File: src/rtl/vec_exc_pkg.sv
package vec_exc_pkg;
  localparam int REG_W    = 4;
  localparam int ADDR_W   = REG_W + 1;
  localparam int BANK_W   = 3;
  localparam int LEN_W    = 3;
  localparam int STRIDE_W = 2;
  localparam int WORD_W   = 32;
  localparam int CAUSE_W  = 4;

  // register field positions inside the instruction word
  localparam int FD_LO = 12;
  localparam int FN_LO = 16;
  localparam int FM_LO = 0;
  localparam int D_BIT = 22;
  localparam int N_BIT = 7;
  localparam int M_BIT = 5;

  // status word layout
  localparam int ST_EX     = 9;
  localparam int ST_EN     = 8;
  localparam int ST_SECV   = 7;
  localparam int ST_REM_LO = 4;
  localparam int STATUS_W  = 10;

  typedef logic [ADDR_W-1:0] vaddr_t;
  typedef logic [WORD_W-1:0] word_t;

  typedef struct packed {
    logic [LEN_W-1:0] idx;
    vaddr_t           d;
    vaddr_t           n;
    vaddr_t           m;
  } iter_t;

  function automatic vaddr_t get_d(input word_t w);
    return {w[D_BIT], w[FD_LO +: REG_W]};
  endfunction

  function automatic vaddr_t get_n(input word_t w);
    return {w[N_BIT], w[FN_LO +: REG_W]};
  endfunction

  function automatic vaddr_t get_m(input word_t w);
    return {w[M_BIT], w[FM_LO +: REG_W]};
  endfunction

  function automatic word_t put_regs(input word_t w, input vaddr_t d,
                                     input vaddr_t n, input vaddr_t m);
    word_t r;
    r = w;
    r[FD_LO +: REG_W] = d[REG_W-1:0];
    r[D_BIT]          = d[REG_W];
    r[FN_LO +: REG_W] = n[REG_W-1:0];
    r[N_BIT]          = n[REG_W];
    r[FM_LO +: REG_W] = m[REG_W-1:0];
    r[M_BIT]          = m[REG_W];
    return r;
  endfunction

  // advance inside a bank: low bits wrap, bank bits kept
  function automatic vaddr_t step_addr(input vaddr_t a, input logic [BANK_W-1:0] s);
    return {a[ADDR_W-1:BANK_W], a[BANK_W-1:0] + s};
  endfunction
endpackage

File: src/rtl/vec_iter_seq.sv
module vec_iter_seq
  import vec_exc_pkg::*;
(
  input  logic                clk,
  input  logic                rst,
  input  logic                start,
  input  logic [LEN_W-1:0]    len,
  input  logic [STRIDE_W-1:0] stride,
  input  word_t               word,
  input  logic                flush,
  output logic                cur_valid,
  output iter_t               cur
);
  logic              valid_q;
  iter_t             cur_q;
  logic [LEN_W-1:0]  left_q;
  logic [BANK_W-1:0] step_q;

  always_ff @(posedge clk) begin
    if (rst) begin
      valid_q <= 1'b0;
      cur_q   <= '0;
      left_q  <= '0;
      step_q  <= '0;
    end else if (flush) begin
      valid_q <= 1'b0;
      left_q  <= '0;
    end else if (start) begin
      valid_q   <= 1'b1;
      cur_q.idx <= '0;
      cur_q.d   <= get_d(word);
      cur_q.n   <= get_n(word);
      cur_q.m   <= get_m(word);
      left_q    <= len;
      step_q    <= (stride == '0) ? BANK_W'(1) : BANK_W'(2);
    end else if (valid_q && left_q != '0) begin
      cur_q.idx <= cur_q.idx + 1'b1;
      cur_q.d   <= step_addr(cur_q.d, step_q);
      cur_q.n   <= step_addr(cur_q.n, step_q);
      cur_q.m   <= step_addr(cur_q.m, step_q);
      left_q    <= left_q - 1'b1;
    end else begin
      valid_q <= 1'b0;
    end
  end

  assign cur_valid = valid_q;
  assign cur       = cur_q;

  // consecutive iterations stay in their bank and count up
  p_bank_kept_r3: assert property (@(posedge clk) disable iff (rst)
    (valid_q && $past(valid_q)) |->
      (cur_q.d[ADDR_W-1:BANK_W] == $past(cur_q.d[ADDR_W-1:BANK_W]) &&
       cur_q.n[ADDR_W-1:BANK_W] == $past(cur_q.n[ADDR_W-1:BANK_W]) &&
       cur_q.m[ADDR_W-1:BANK_W] == $past(cur_q.m[ADDR_W-1:BANK_W]) &&
       cur_q.idx == $past(cur_q.idx) + 1'b1));

  // a started operation begins at iteration zero
  p_start_idx_r2: assert property (@(posedge clk) disable iff (rst)
    (start && !flush) |=> (valid_q && cur_q.idx == '0));
endmodule

File: src/rtl/vec_exc_pipe.sv
module vec_exc_pipe
  import vec_exc_pkg::*;
#(
  parameter int DEPTH = 3
) (
  input  logic  clk,
  input  logic  rst,
  input  logic  flush,
  input  logic  in_valid,
  input  iter_t in_iter,
  output logic  any_valid,
  output logic  out_valid,
  output iter_t out_iter
);
  logic  vq [DEPTH];
  iter_t iq [DEPTH];

  always_ff @(posedge clk) begin
    if (rst || flush) begin
      for (int s = 0; s < DEPTH; s++) begin
        vq[s] <= 1'b0;
        iq[s] <= '0;
      end
    end else begin
      vq[0] <= in_valid;
      iq[0] <= in_iter;
      for (int s = 1; s < DEPTH; s++) begin
        vq[s] <= vq[s-1];
        iq[s] <= iq[s-1];
      end
    end
  end

  always_comb begin
    any_valid = 1'b0;
    for (int s = 0; s < DEPTH; s++) any_valid = any_valid | vq[s];
  end

  assign out_valid = vq[DEPTH-1];
  assign out_iter  = iq[DEPTH-1];

  // iterations in flight sit in adjacent stages in issue order
  for (genvar g = 1; g < DEPTH; g++) begin : g_order
    p_stage_order_r2: assert property (@(posedge clk) disable iff (rst)
      (vq[g] && vq[g-1]) |-> (iq[g-1].idx == iq[g].idx + 1'b1));
  end
endmodule

File: src/rtl/vec_exc_record.sv
module vec_exc_record
  import vec_exc_pkg::*;
(
  input  logic                clk,
  input  logic                rst,
  input  logic                start,
  input  word_t               word,
  input  logic [LEN_W-1:0]    len,
  input  logic                detect,
  input  logic [CAUSE_W-1:0]  cause,
  input  iter_t               iter,
  input  logic                pend_valid,
  input  word_t               pend_word,
  input  logic                clear,
  output logic [STATUS_W-1:0] status,
  output word_t               cap_word,
  output word_t               sec_word
);
  word_t               op_word_q;
  logic [LEN_W-1:0]    op_len_q;
  logic [STATUS_W-1:0] status_q;
  word_t               cap_q;
  word_t               sec_q;
  logic [STATUS_W-1:0] status_d;
  logic [LEN_W-1:0]    rem;

  assign rem = op_len_q - iter.idx - 1'b1;

  always_comb begin
    status_d                              = '0;
    status_d[ST_EX]                       = 1'b1;
    status_d[ST_EN]                       = 1'b1;
    status_d[ST_SECV]                     = pend_valid;
    status_d[ST_REM_LO +: LEN_W]          = rem;
    status_d[CAUSE_W-1:0]                 = cause;
  end

  always_ff @(posedge clk) begin
    if (rst) begin
      op_word_q <= '0;
      op_len_q  <= '0;
      status_q  <= '0;
      cap_q     <= '0;
      sec_q     <= '0;
    end else begin
      if (start) begin
        op_word_q <= word;
        op_len_q  <= len;
      end
      if (clear) begin
        status_q <= '0;
      end else if (detect) begin
        status_q <= status_d;
        cap_q    <= put_regs(op_word_q, iter.d, iter.n, iter.m);
        if (pend_valid) sec_q <= pend_word;
      end
    end
  end

  assign status   = status_q;
  assign cap_word = cap_q;
  assign sec_word = sec_q;

  // the exceptional state freezes the record until clear
  p_hold_in_exc_r10: assert property (@(posedge clk) disable iff (rst)
    (status_q[ST_EX] && !clear) |=> ($stable(status_q) && $stable(cap_q) && $stable(sec_q)));

  // entering the exceptional state always carries some cause
  p_cause_present_r5: assert property (@(posedge clk) disable iff (rst)
    $rose(status_q[ST_EX]) |-> (status_q[CAUSE_W-1:0] != '0));

  // a clear empties the status word
  p_clear_empties_r10: assert property (@(posedge clk) disable iff (rst)
    clear |=> (status_q == '0));
endmodule

File: src/rtl/vec_exc_capture.sv
module vec_exc_capture
  import vec_exc_pkg::*;
#(
  parameter int DETECT_LAT = 3
) (
  input  logic                clk,
  input  logic                rst,
  input  logic                issue_i,
  input  logic [WORD_W-1:0]   instr_i,
  input  logic [LEN_W-1:0]    len_i,
  input  logic [STRIDE_W-1:0] stride_i,
  input  logic [CAUSE_W-1:0]  cause_i,
  input  logic                pend2_valid_i,
  input  logic [WORD_W-1:0]   pend2_word_i,
  input  logic                clear_i,
  output logic                iter_valid_o,
  output logic [LEN_W-1:0]    iter_idx_o,
  output logic [ADDR_W-1:0]   iter_dst_o,
  output logic [ADDR_W-1:0]   iter_srcn_o,
  output logic [ADDR_W-1:0]   iter_srcm_o,
  output logic [STATUS_W-1:0] status_o,
  output logic [WORD_W-1:0]   cap_word_o,
  output logic                sec_valid_o,
  output logic [WORD_W-1:0]   sec_word_o,
  output logic                stall_o
);
  logic  cur_valid, pipe_any, chk_valid, in_exc, accept, detect;
  iter_t cur, chk_iter;
  logic [STATUS_W-1:0] status_w;

  assign in_exc  = status_w[ST_EX];
  assign stall_o = cur_valid | pipe_any | in_exc;
  assign accept  = issue_i && !stall_o;
  assign detect  = chk_valid && (cause_i != '0) && !in_exc;

  vec_iter_seq u_seq (
    .clk(clk), .rst(rst), .start(accept), .len(len_i), .stride(stride_i),
    .word(instr_i), .flush(detect), .cur_valid(cur_valid), .cur(cur)
  );

  vec_exc_pipe #(.DEPTH(DETECT_LAT)) u_pipe (
    .clk(clk), .rst(rst), .flush(detect), .in_valid(cur_valid), .in_iter(cur),
    .any_valid(pipe_any), .out_valid(chk_valid), .out_iter(chk_iter)
  );

  vec_exc_record u_rec (
    .clk(clk), .rst(rst), .start(accept), .word(instr_i), .len(len_i),
    .detect(detect), .cause(cause_i), .iter(chk_iter),
    .pend_valid(pend2_valid_i), .pend_word(pend2_word_i), .clear(clear_i),
    .status(status_w), .cap_word(cap_word_o), .sec_word(sec_word_o)
  );

  assign iter_valid_o = cur_valid;
  assign iter_idx_o   = cur.idx;
  assign iter_dst_o   = cur.d;
  assign iter_srcn_o  = cur.n;
  assign iter_srcm_o  = cur.m;
  assign status_o     = status_w;
  assign sec_valid_o  = status_w[ST_SECV];

  // no iteration is presented while exceptional
  p_no_iter_in_exc_r10: assert property (@(posedge clk) disable iff (rst)
    in_exc |=> !cur_valid);

  // the exceptional state is entered only from the check window
  p_detect_window_r11: assert property (@(posedge clk) disable iff (rst)
    $rose(in_exc) |-> $past(chk_valid));

  // entering the exceptional state keeps the follower stalled
  p_exc_stalls_r4: assert property (@(posedge clk) disable iff (rst)
    $rose(in_exc) |-> (stall_o && !cur_valid && status_w[ST_EN]));
endmodule

File: config.mk
export PLATFORM = sky130hd
export DESIGN_NAME = vec_exc_capture
export DESIGN_NICKNAME = d
export VERILOG_FILES = /design/src/rtl/vec_exc_pkg.sv /design/src/rtl/vec_iter_seq.sv /design/src/rtl/vec_exc_pipe.sv /design/src/rtl/vec_exc_record.sv /design/src/rtl/vec_exc_capture.sv
export SDC_FILE = /design/constraint.sdc
export NUM_CORES = 1
export LEC_CHECK = 0
export BUFFER_PORTS_ARGS = -buffer_cell sky130_fd_sc_hd__buf_2
export CORE_AREA = 2 2 112 114
export DETAILED_ROUTE_END_ITERATION = 8
export DIE_AREA = 0 0 114 116
export PLACE_DENSITY = 0.81
export SLEW_MARGIN = 15
export SYNTH_ARGS = -nofsm -noshare
export SYNTH_HDL_FRONTEND = slang
export SYNTH_SLANG_ARGS = --single-unit
File: constraint.sdc
create_clock -name clk -period 2.2 [get_ports clk]
set_clock_uncertainty 0.1 [all_clocks]
set_input_delay 0.11 -clock clk [delete_from_list [all_inputs] [get_ports clk]]
set_output_delay 0.11 -clock clk [all_outputs]
set_load 0.02 [all_outputs]
==> flow_summary_export.csv <==
group,metric,value,unit
setup_path,worstReg2RegEnd,"u_seq.step_q[0]",
sta,finalHoldViolations,0,
clocking,cts_tree,"built",
setup_path,crit_slowest_cell,"dlygate4sd3_1",
setup_path,crit_chain,"nor4_4 -> nand2_1 -> or3_1 -> dlygate4sd3_1 -> a21oi_1",
clocking,clk_pin_slew_worst_paths,0.07,ns
yosys,syn_nets,770,
global_route,first_global_vias,5050,
setup_path,crit_arrival,2.35,ns
yosys,syn-instance-count,681,
run,drv_cap,0,
sta,rsz0062_at_grt,"true",
yosys,syn-cell-area,0.00605,mm2
detailed_routing,first_pass_iters,4,
cells_and_area,final_cell_mix,"205 x nand2_1, 173 x dfxtp_1, 171 x buf_2",
global_route,antenna_found_initial,0,
yosys,syn_avg_cell_area,8.89,um2
cells_and_area,nets,1007,
floorplanning,ios,173,
global_route,overflow,0,
worst_hold_path,hold_path.class,"input port to flip-flop",
floorplanning,core_area,0.0119,mm2
outcome,status,"finished, final reports clean",
yosys,muxShareOfSynthArea,0,%
clocking,insertion_delay,0.42,ns
setup_path,path_class,"flip-flop to flip-flop",
place,io_buffers,172,
yosys,yosysSeqAreaShare,57.6,%
place,place_ws,0.282,ns
global_route,grt_max_degree,60,
global_route,grt_util_all_layers,23.2,%
sta,setup_viol,0,
detailed_routing,via_count,5374,
detailed_routing,totalWireLength,15300,um
floorplanning,die_h,116,um
clocking,cts_max_level,4,
yosys,ys_ff_latch,174,
yosys,synth_fa_ha_area_share,2.77,%
yosys,synthXorXnorAreaFrac,0.434,%
power_and_ir_drop,p_clk_share,43.5,%
sta,period_minus_slack,2.09,ns
detailed_routing,drt-wirelength-per-cell,14.2,um
place,gp_congestion,0.789,
yosys,synth_warnings,0,
detailed_routing,vias_per_cell,4.99,
cells_and_area,area_delta_synth_final,38.5,%
clocking,cts_buffers,17,
cells_and_area,drive_above_1_share,24.4,%
setup_path,startpoint_type,"flip-flop",
floorplanning,die_w,114,um
power_and_ir_drop,p_leak,3.61,nW
setup_path,critPathMaxFanout,6,
floorplanning,rows,40,
cells_and_area,final_common_cell,"nand2_1",
cells_and_area,insertedDiodeCount,0,
worst_hold_path,hold_start,"clear_i",
detailed_routing,drc,0,
power_and_ir_drop,combinationalPowerShare,9.4,%
power_and_ir_drop,powerDensity,844,mW/mm2
setup_path,max_stage_delay,0.56,ns
sta,finalCritPeriodShare,95.1,%
yosys,synth_compound_area_share,12.3,%
sta,maxSlewHeadroom,59.6,%
yosys,synth-simple-area-share,22.4,%
power_and_ir_drop,ir_drop,0.000585,V
power_and_ir_drop,p_int,0.00539,W
yosys,synth_top_family_by_area,"simple AND/OR/NAND/NOR gates",
setup_path,r2r_start,"u_rec.status[8]",
setup_path,critPathRequiredTime,2.46,ns
power_and_ir_drop,swShare,23.9,%
setup_path,r2r_cells,5,
global_route,grt_pass1_wl,24100,um
sta,worst_slack,0.108,ns
sta,worst-slew-pin-transition,0.606,ns
setup_path,critPathCaptureType,"flip-flop",
yosys,synth_cell_types,34,
sta,finalSetupTns,0,ns
place,dp_hpwl,9040,um
worst_hold_path,min_to,"u_rec.status[2]",
clocking,cts_root_buf,"clkbuf_16",
clocking,clock_tree.buffer_depth,2,
worst_hold_path,hold_path_depth,3,
clocking,cts_sinks,174,
detailed_routing,drtIter0Drc,366,
sta,finalMaxSlewViolations,0,
floorplanning,dieArea,0.0132,mm2
floorplanning,initial_utilization,50.8,%
sta,fmaxAchievable,478,MHz
detailed_routing,detail-route-antenna-nets,0,
setup_path,reg2reg_slack,0.11,ns
power_and_ir_drop,pwr-share-seq,47.1,%
cells_and_area,fillCellCount,879,
power_and_ir_drop,switchingPower,0.00169,W
[registers in the layout, summed over array words and instances, names as in the netlist]
| name | cells |
|---|---|
| u_seq.cur | 18 |
| u_rec.cap_word | 32 |
| u_seq.left_q | 3 |
| u_pipe.iq | 54 |
| u_seq.step_q | 2 |
| u_rec.op_len_q | 3 |
| u_rec.sec_word | 32 |
| u_rec.op_word_q | 17 |
| u_rec.status | 9 |
| u_pipe.vq | 3 |
| u_seq.cur_valid | 1 |
[cells in the mapped netlist]
library cell / n / area, um2
a21oi_4: 1 / 16.3
nand4_1: 1 / 6.26
nor4_1: 1 / 6.26
nand2b_1: 13 / 81.3
or3_1: 2 / 12.5
o211ai_1: 2 / 15.0
clkbuf_2: 5 / 25.0
and3_1: 1 / 6.26
o21ai_2: 1 / 8.76
inv_1: 10 / 37.5
or4_1: 3 / 22.5
dfxtp_1: 174 / 3480
nor2_1: 7 / 26.3
xnor2_1: 3 / 26.3
o21ai_0: 2 / 10.0
a31oi_1: 1 / 6.26
or2_2: 1 / 6.26
o22ai_1: 6 / 37.5
o32ai_1: 3 / 26.3
nor4_4: 1 / 21.3
clkbuf_1: 23 / 86.3
buf_4: 6 / 45.0
fa_1: 4 / 80.1
nand3_1: 2 / 10.0
buf_6: 3 / 33.8
nor3_1: 3 / 15.0
and2_1: 55 / 344
nor2b_1: 4 / 25.0
buf_2: 10 / 50.1
a21oi_1: 114 / 571
nand2_1: 205 / 769
ha_1: 7 / 87.6
a22oi_1: 6 / 45.0
a211oi_1: 1 / 7.51
[stage by stage]
stage / instance area [um2] / instances / total power, W / utilization [%] / hold WS, ns
final: 8380 / 1078 / 0.00707 / 70.4 / 0.0415
after global routing: 8380 / 1078 / 0.00735 / 70.4 / 0.0595
after CTS: 8360 / 1076 / 0.00709 / 70.2 / 0.0151
after detailed placement: 6990 / 968 / 0.00394 / 58.7 / 0.255
after global placement: 6990 / 968 / 0.00393 / 58.7 / 0.251
after floorplan: 6050 / 681 / 0.00373 / - / 0.146
[kinds of logic (layout without fill, tap and decap cells)]
kind of cell | after synthesis | in the layout
fa+ha+maj | 11 | 11
compound gates | 137 | 137
flops | 174 | 174
xor+xnor | 3 | 3
simple gates | 299 | 299
buf+inv | 57 | 307
[how the worst max path moves through the flow]
stage / from / end / cells after the start
after floorplan: u_seq.left_q[0] / u_seq.cur[2] / 8
after global placement: cause_i[0] / u_seq.cur[6] / 5
after detailed placement: cause_i[0] / u_seq.cur[1] / 5
after CTS: u_seq.cur_valid / u_seq.step_q[0] / 5
after global routing: u_rec.status[8] / u_seq.step_q[0] / 5
final: u_rec.status[8] / u_seq.step_q[0] / 5
[critical path, delay by kind of cell (launching register included)]
kind	cells	cell delay, ns
flip-flops	1	0.36
buffers and inverters	1	0.56
AND/OR/NAND/NOR	3	0.89
AO/OA/AOI/OAI	1	0.12
[repair_timing]
item	CTS	global route
buffers inserted	0	2
setup endpoints to repair	0	3
gates resized for setup	0	2
endpoints found under the hold margin	92	0
hold buffers	76	0
[layout make-up]
type                            count  area (um2)  area share (%)
Clock buffer                       18         429            5.12
Clock inverter                     14         183            2.18
Inverter                           10        37.5           0.448
Multi-Input combinational cell    450        2300            27.4
Sequential cell                   174        3480            41.6
Tap cell                          147         184            2.19
Timing Repair Buffer              265        1760            21.0
[power groups by stage]
stage | Clock, W | Combinational, W | Sequential (W)
2_1_floorplan | 0 | 0.000298 | 0.00343
5_1_grt | 0.00327 | 0.000731 | 0.00334
4_1_cts | 0.00311 | 0.000649 | 0.00333
3_5_place_dp | 0 | 0.000538 | 0.00340
3_3_place_gp | 0 | 0.000529 | 0.00340
6_report | 0.00308 | 0.000666 | 0.00333
[layer usage]
layer | up-vias | global-route usage [%] | routed length, um
met3 | 35 | 6.07 | 705
met4 | 0 | 9.27 | 367
met5 | - | 0 | 0
li1 | 2681 | - | -
met1 | 2492 | 27.4 | 6460
met2 | 166 | 40.6 | 7770
No activity file was read; power rests on OpenSTA's default activity.
